==> src/rtl/sig_store_pkg.sv <==
package sig_store_pkg;
  typedef enum logic {
    SEQ_IDLE = 1'b0,
    SEQ_RUN  = 1'b1
  } seq_state_e;
endpackage

==> src/rtl/sig_op_decode.sv <==
module sig_op_decode #(
  parameter logic [7:0] PREFIX  = 8'hED,
  parameter logic [7:0] OP_BASE = 8'h20,
  parameter int         NUM_OPS = 4,
  localparam int        GRP_W   = (NUM_OPS > 1) ? $clog2(NUM_OPS) : 1
) (
  input  logic             valid_i,
  input  logic [7:0]       prefix_i,
  input  logic [7:0]       code_i,
  output logic             hit_o,
  output logic [GRP_W-1:0] grp_o
);
  logic [8:0] offset;

  assign offset = {1'b0, code_i} - {1'b0, OP_BASE};
  // underflow sets bit 8, so one compare covers both range edges
  assign hit_o  = valid_i && (prefix_i == PREFIX) && (offset < 9'(NUM_OPS));
  assign grp_o  = offset[GRP_W-1:0];
endmodule

==> src/rtl/sig_byte_sel.sv <==
module sig_byte_sel #(
  parameter int  DATA_W  = 8,
  parameter int  NUM_BLK = 16,
  parameter int  SIG_W   = DATA_W * NUM_BLK,
  parameter logic [SIG_W-1:0] SIG = '0,
  localparam int SEL_W   = (NUM_BLK > 1) ? $clog2(NUM_BLK) : 1
) (
  input  logic [SEL_W-1:0]  sel_i,
  output logic [DATA_W-1:0] data_o
);
  logic [DATA_W-1:0] blk [NUM_BLK];

  // block 0 is the most significant byte of the signature
  for (genvar g = 0; g < NUM_BLK; g++) begin : g_blk
    assign blk[g] = SIG[SIG_W-1-g*DATA_W -: DATA_W];
  end

  assign data_o = blk[sel_i];
endmodule

==> src/rtl/sig_seq.sv <==
module sig_seq
  import sig_store_pkg::*;
#(
  parameter int  ADDR_W       = 16,
  parameter int  BYTES_PER_OP = 4,
  parameter int  NUM_OPS      = 4,
  localparam int IDX_W = (BYTES_PER_OP > 1) ? $clog2(BYTES_PER_OP) : 1,
  localparam int GRP_W = (NUM_OPS > 1) ? $clog2(NUM_OPS) : 1,
  localparam int SEL_W = (BYTES_PER_OP*NUM_OPS > 1) ? $clog2(BYTES_PER_OP*NUM_OPS) : 1
) (
  input  logic              clk_i,
  input  logic              rst_ni,
  input  logic              hit_i,
  input  logic [GRP_W-1:0]  grp_i,
  input  logic [ADDR_W-1:0] ptr_i,
  input  logic              mem_rdy_i,
  output logic              mem_we_o,
  output logic [ADDR_W-1:0] mem_addr_o,
  output logic [SEL_W-1:0]  sel_o,
  output logic [ADDR_W-1:0] ptr_o,
  output logic              ptr_we_o,
  output logic              busy_o,
  output logic              done_o
);
  seq_state_e        state_q;
  logic [ADDR_W-1:0] ptr_q;
  logic [GRP_W-1:0]  grp_q;
  logic [IDX_W-1:0]  idx_q;
  logic              done_q;
  logic              accept, step, last_byte;

  assign accept    = hit_i && (state_q == SEQ_IDLE);
  assign step      = (state_q == SEQ_RUN) && mem_rdy_i;
  assign last_byte = (idx_q == IDX_W'(BYTES_PER_OP - 1));

  always_ff @(posedge clk_i or negedge rst_ni) begin
    if (!rst_ni) begin
      state_q <= SEQ_IDLE;
      ptr_q   <= '0;
      grp_q   <= '0;
      idx_q   <= '0;
      done_q  <= 1'b0;
    end else begin
      done_q <= 1'b0;
      if (accept) begin
        state_q <= SEQ_RUN;
        ptr_q   <= ptr_i;
        grp_q   <= grp_i;
        idx_q   <= '0;
      end else if (step) begin
        ptr_q <= ptr_q + 1'b1; // wraps at 2^ADDR_W
        if (last_byte) begin
          state_q <= SEQ_IDLE;
          done_q  <= 1'b1;
        end else begin
          idx_q <= idx_q + 1'b1;
        end
      end
    end
  end

  assign mem_we_o   = (state_q == SEQ_RUN);
  assign mem_addr_o = ptr_q;
  assign sel_o      = SEL_W'(grp_q) * SEL_W'(BYTES_PER_OP) + SEL_W'(idx_q);
  assign ptr_o      = ptr_q;
  assign ptr_we_o   = done_q;
  assign busy_o     = (state_q == SEQ_RUN);
  assign done_o     = done_q;

  a_r5_hold_on_stall: assert property (@(posedge clk_i) disable iff (!rst_ni)
    mem_we_o && !mem_rdy_i |=> mem_we_o && $stable(mem_addr_o) && $stable(sel_o));

  a_r4_addr_step: assert property (@(posedge clk_i) disable iff (!rst_ni)
    mem_we_o && mem_rdy_i |=> done_o || (mem_addr_o == $past(mem_addr_o) + 1'b1));

  a_r6_single_pulse: assert property (@(posedge clk_i) disable iff (!rst_ni)
    done_o |=> !done_o);

  a_r6_done_idle: assert property (@(posedge clk_i) disable iff (!rst_ni)
    done_o |-> !busy_o && !mem_we_o && ptr_we_o);

  a_r7_quiet_on_miss: assert property (@(posedge clk_i) disable iff (!rst_ni)
    !busy_o && !hit_i |=> !mem_we_o);

  a_r9_no_restart: assert property (@(posedge clk_i) disable iff (!rst_ni)
    busy_o && hit_i && !mem_rdy_i |=> $stable(mem_addr_o) && $stable(sel_o));
endmodule

==> src/rtl/sig_store_unit.sv <==
module sig_store_unit #(
  parameter int         ADDR_W       = 16,
  parameter int         DATA_W       = 8,
  parameter int         BYTES_PER_OP = 4,
  parameter int         NUM_OPS      = 4,
  parameter logic [7:0] PREFIX       = 8'hED,
  parameter logic [7:0] OP_BASE      = 8'h20,
  parameter int         SIG_W        = DATA_W * BYTES_PER_OP * NUM_OPS,
  parameter logic [SIG_W-1:0] SIG    = 128'hC2DA0F795D03238FBD72AB3051000F81
) (
  input  logic              clk_i,
  input  logic              rst_ni,
  input  logic              op_valid_i,
  input  logic [7:0]        op_prefix_i,
  input  logic [7:0]        op_code_i,
  input  logic [ADDR_W-1:0] hl_i,
  input  logic              mem_rdy_i,
  output logic [ADDR_W-1:0] mem_addr_o,
  output logic [DATA_W-1:0] mem_wdata_o,
  output logic              mem_we_o,
  output logic [ADDR_W-1:0] hl_o,
  output logic              hl_we_o,
  output logic              busy_o,
  output logic              done_o
);
  localparam int NUM_BLK = BYTES_PER_OP * NUM_OPS;
  localparam int GRP_W   = (NUM_OPS > 1) ? $clog2(NUM_OPS) : 1;
  localparam int SEL_W   = (NUM_BLK > 1) ? $clog2(NUM_BLK) : 1;

  logic             hit;
  logic [GRP_W-1:0] grp;
  logic [SEL_W-1:0] sel;

  sig_op_decode #(
    .PREFIX (PREFIX),
    .OP_BASE(OP_BASE),
    .NUM_OPS(NUM_OPS)
  ) u_decode (
    .valid_i (op_valid_i),
    .prefix_i(op_prefix_i),
    .code_i  (op_code_i),
    .hit_o   (hit),
    .grp_o   (grp)
  );

  sig_seq #(
    .ADDR_W      (ADDR_W),
    .BYTES_PER_OP(BYTES_PER_OP),
    .NUM_OPS     (NUM_OPS)
  ) u_seq (
    .clk_i     (clk_i),
    .rst_ni    (rst_ni),
    .hit_i     (hit),
    .grp_i     (grp),
    .ptr_i     (hl_i),
    .mem_rdy_i (mem_rdy_i),
    .mem_we_o  (mem_we_o),
    .mem_addr_o(mem_addr_o),
    .sel_o     (sel),
    .ptr_o     (hl_o),
    .ptr_we_o  (hl_we_o),
    .busy_o    (busy_o),
    .done_o    (done_o)
  );

  sig_byte_sel #(
    .DATA_W (DATA_W),
    .NUM_BLK(NUM_BLK),
    .SIG_W  (SIG_W),
    .SIG    (SIG)
  ) u_sel (
    .sel_i (sel),
    .data_o(mem_wdata_o)
  );

  a_r1_reset_quiet: assert property (@(posedge clk_i)
    !rst_ni |=> !mem_we_o && !done_o && !hl_we_o);

  a_r2_start: assert property (@(posedge clk_i) disable iff (!rst_ni)
    !busy_o && hit |=> busy_o && mem_we_o && (mem_addr_o == $past(hl_i)));
endmodule

==> config.mk <==
export PLATFORM = sky130hd
export DESIGN_NAME = sig_store_unit
export DESIGN_NICKNAME = d
export VERILOG_FILES = /design/src/rtl/sig_store_pkg.sv /design/src/rtl/sig_op_decode.sv /design/src/rtl/sig_byte_sel.sv /design/src/rtl/sig_seq.sv /design/src/rtl/sig_store_unit.sv
export SDC_FILE = /design/constraint.sdc
export NUM_CORES = 1
export LEC_CHECK = 0
export ABC_AREA = 1
export BUFFER_PORTS_ARGS = -buffer_cell sky130_fd_sc_hd__buf_2
export CAP_MARGIN = 20
export CORE_MARGIN = 10
export CORE_UTILIZATION = 49
export DETAILED_ROUTE_END_ITERATION = 8
export GPL_ROUTABILITY_DRIVEN = 0
export HOLD_SLACK_MARGIN = 0.1
export PLACE_DENSITY_LB_ADDON = 0.08
export SLEW_MARGIN = 20
export SYNTH_ARGS = -nofsm -noshare
export SYNTH_HDL_FRONTEND = slang
export SYNTH_SLANG_ARGS = --single-unit
==> constraint.sdc <==
create_clock -name clk_i -period 1.7 [get_ports clk_i]
set_clock_uncertainty 0.2 [all_clocks]
set_input_delay 0.17 -clock clk_i [delete_from_list [all_inputs] [get_ports clk_i]]
set_output_delay 0.17 -clock clk_i [all_outputs]
set_load 0.01 [all_outputs]
==> out/results.tsv <==
metric	value	unit
dp_hpwl	4.34	mm
finalSetupViolations	8	
place_inst	425	
grt_pass1_vias	2232	
clock_latency	0.26	ns
seqPwrFrac	52.6	%
cp.arrival	1.44	ns
fin_util	71.9	%
seq_area	559	um2
yosysWarnings	0	
ir_drop	0.325	mV
hold_violations	0	
rows	22	
required	1.33	ns
nNetsFinal	446	
synth-compound-area-share	7.30	%
diodes	0	
syn_avg_cell_area	6.42	um2
ant_nets	0	
die_area	6960	um2
end_kind	output port	
grt_first_pass_wirelength	10.1	mm
dieHeight	83.4	um
clkPwrFrac	32.7	%
synth-async-reset-ratio	100	%
worstMarginPinSlew	0.520	ns
grt_use_total	16.2	%
maxCapViolations	0	
final_cells	448	
pre_cts_ws	0.0949	ns
swShare	23.9	%
core	3770	um2
reg2reg_slack	0.13	ns
htree_levels	1	
antenna_found_initial	0	
critPathLaunchType	flip-flop	
drc	0	
synth_xor_area_share	1.33	%
drt_iter0_markers	169	
layout_common_cells	89 x nand2_1, 78 x buf_2, 37 x inv_1, 32 x nor2_1, 28 x nand3_1	
fillers	331	
grt_setup_unrepaired	yes	
p_int	768	uW
cts_tree	built	
num_io_pins	80	
comb_power_share	14.7	%
synth_top_family_by_area	simple AND/OR/NAND/NOR gates	
power_leakage	0.00150	uW
avgRoutedWirePerCell	13.3	um
fin_ws	-0.113	ns
yosys.cell_types.count	26	
grt_overflow	0	
area_growth_syn_to_layout	37.6	%
synth_seq_cells	22	
io_buffers	79	
die_w	83.4	um
initial_core_util	52.3	%
synthFlopType	dfrtp_1	
muxShareOfSynthArea	0	%
criticalPathCategory	flip-flop to output port	
period_needed	1.81	ns
root_buffer	clkbuf_8	
clkSinkCount	22	
power.net_switching	241	uW
vias	2203	
final_common_cell	nand2_1	
numCtsBuffers	3	
cts_buffer_depth	2	
drv_slew	0	
syn-instance-count	307	
syn-num-nets	351	
drive_above_1_share	34.8	%
hold_class	input pin to flip-flop	
relSlewSlack	65.3	%
synth-simple-area-share	41.3	%
grt_max_degree	23	
critPathMaxFanout	7	
synth_fa_ha_area_share	5.08	%
timing.final.crit_share	107	%
max_freq	0.551	GHz
violations	negative setup slack	
clk_pin_slew	0.08	ns
timing.hold.ws	0.118	ns
avgViaCountPerCell	4.92	
routed_wl	5.95	mm
drt_first_pass_iters	4	
p_per_area	372	nW/um2
outcome	complete, but fails checks	
netlist_area	1970	um2
synth_edf_count	0	
multi_input_area	1190	um2
yosysSeqAreaShare	27.9	%
-- repair_timing --
action | 4_1_cts | 5_1_grt
cloned | 0 | 1
setup endpoints to repair | 8 | 20
hold endpoints to repair | 37 | 0
buffers inserted | 2 | 1
gates resized for setup | 13 | 28
pin swaps | 5 | 8
hold buffers | 16 | 0
-- synth_stat cells, types with 3 or more instances --
cell,instances,share of area [%]
nand2_1,93,18
inv_1,43,8.2
nor2_1,34,6.5
nand3_1,28,7.1
dfrtp_1,22,28
buf_4,18,6.9
o21ai_0,12,3.0
a21oi_1,9,2.3
ha_1,8,5.1
nand3b_1,8,3.0
nand4_1,7,2.2
nor2_2,3,0.95
nor2_4,3,1.7
-- cells by family (layout without fill, tap and decap cells) --
| kind of cell | Yosys count | in the layout |
|---|---|---|
| AOI/OAI and AO/OA | 26 | 26 |
| xor gates and xnor gates | 3 | 3 |
| adders and majority gates | 8 | 8 |
| buffers and inverters | 67 | 159 |
| DFF | 22 | 22 |
| and+or+nand+nor | 181 | 182 |
-- worst paths after layout --
check | startpoint | depth (start not counted) | to
max | u_seq.idx_q[0] | 5 | mem_wdata_o[1]
min | hl_i[12] | 6 | u_seq.mem_addr_o[12]
max reg2reg | u_seq.busy_o | 8 | u_seq.mem_addr_o[1]
min reg2reg | u_seq.mem_addr_o[15] | 2 | u_seq.mem_addr_o[15]
max in group asynchronous | rst_ni | 2 | u_seq.mem_addr_o[4]
min in group asynchronous | rst_ni | 2 | u_seq.mem_addr_o[5]
-- state kept, by name, summed over array words and instances, names as in the netlist --
| name | cells |
|---|---|
| u_seq.busy_o | 1 |
| u_seq.done_o | 1 |
| u_seq.grp_q | 2 |
| u_seq.idx_q | 2 |
| u_seq.mem_addr_o | 16 |
-- stage by stage --
step,total power [uW],setup TNS [ns],cell area (um2)
3_5_place_dp,652,0,2360
4_1_cts,1010,-0.579,2630
6_report,1010,-0.572,2710
5_1_grt,1050,-1.04,2710
3_3_place_gp,651,0,2360
2_1_floorplan,584,0,1970
-- layout make-up --
type                    count  area share [%]
well taps                  48            2.22
flip-flops and latches     22            20.6
multi-input cells         219            43.8
clock buffers               3            1.52
inverters                  45            6.37
repair buffers            111            25.4
-- power groups by stage --
stage                     Sequential (uW)  Combinational, uW  Clock (uW)
after floorplan                       543               41.4           0
after global routing                  532                166         351
final                                 531                148         330
after global placement                541                110           0
after detailed placement              541                111           0
after CTS                             531                144         331
-- worst max-delay path: stages, from the launching register on --
cell,delay (ns)
dfrtp_1,0.39
buf_4,0.17
ha_1,0.20
o21ai_2,0.12
a2bb2oi_2,0.16
buf_2,0.15
-- metal layers --
metal  GRT usage (%)  part of all wire, %  wire length, um
met4            2.87                 0.37               22
met2            28.3                   47             2800
met3            4.10                  7.3              435
met5               0                    0                0
met1            19.7                   45             2690
No activity file was read; power rests on OpenSTA's default activity.
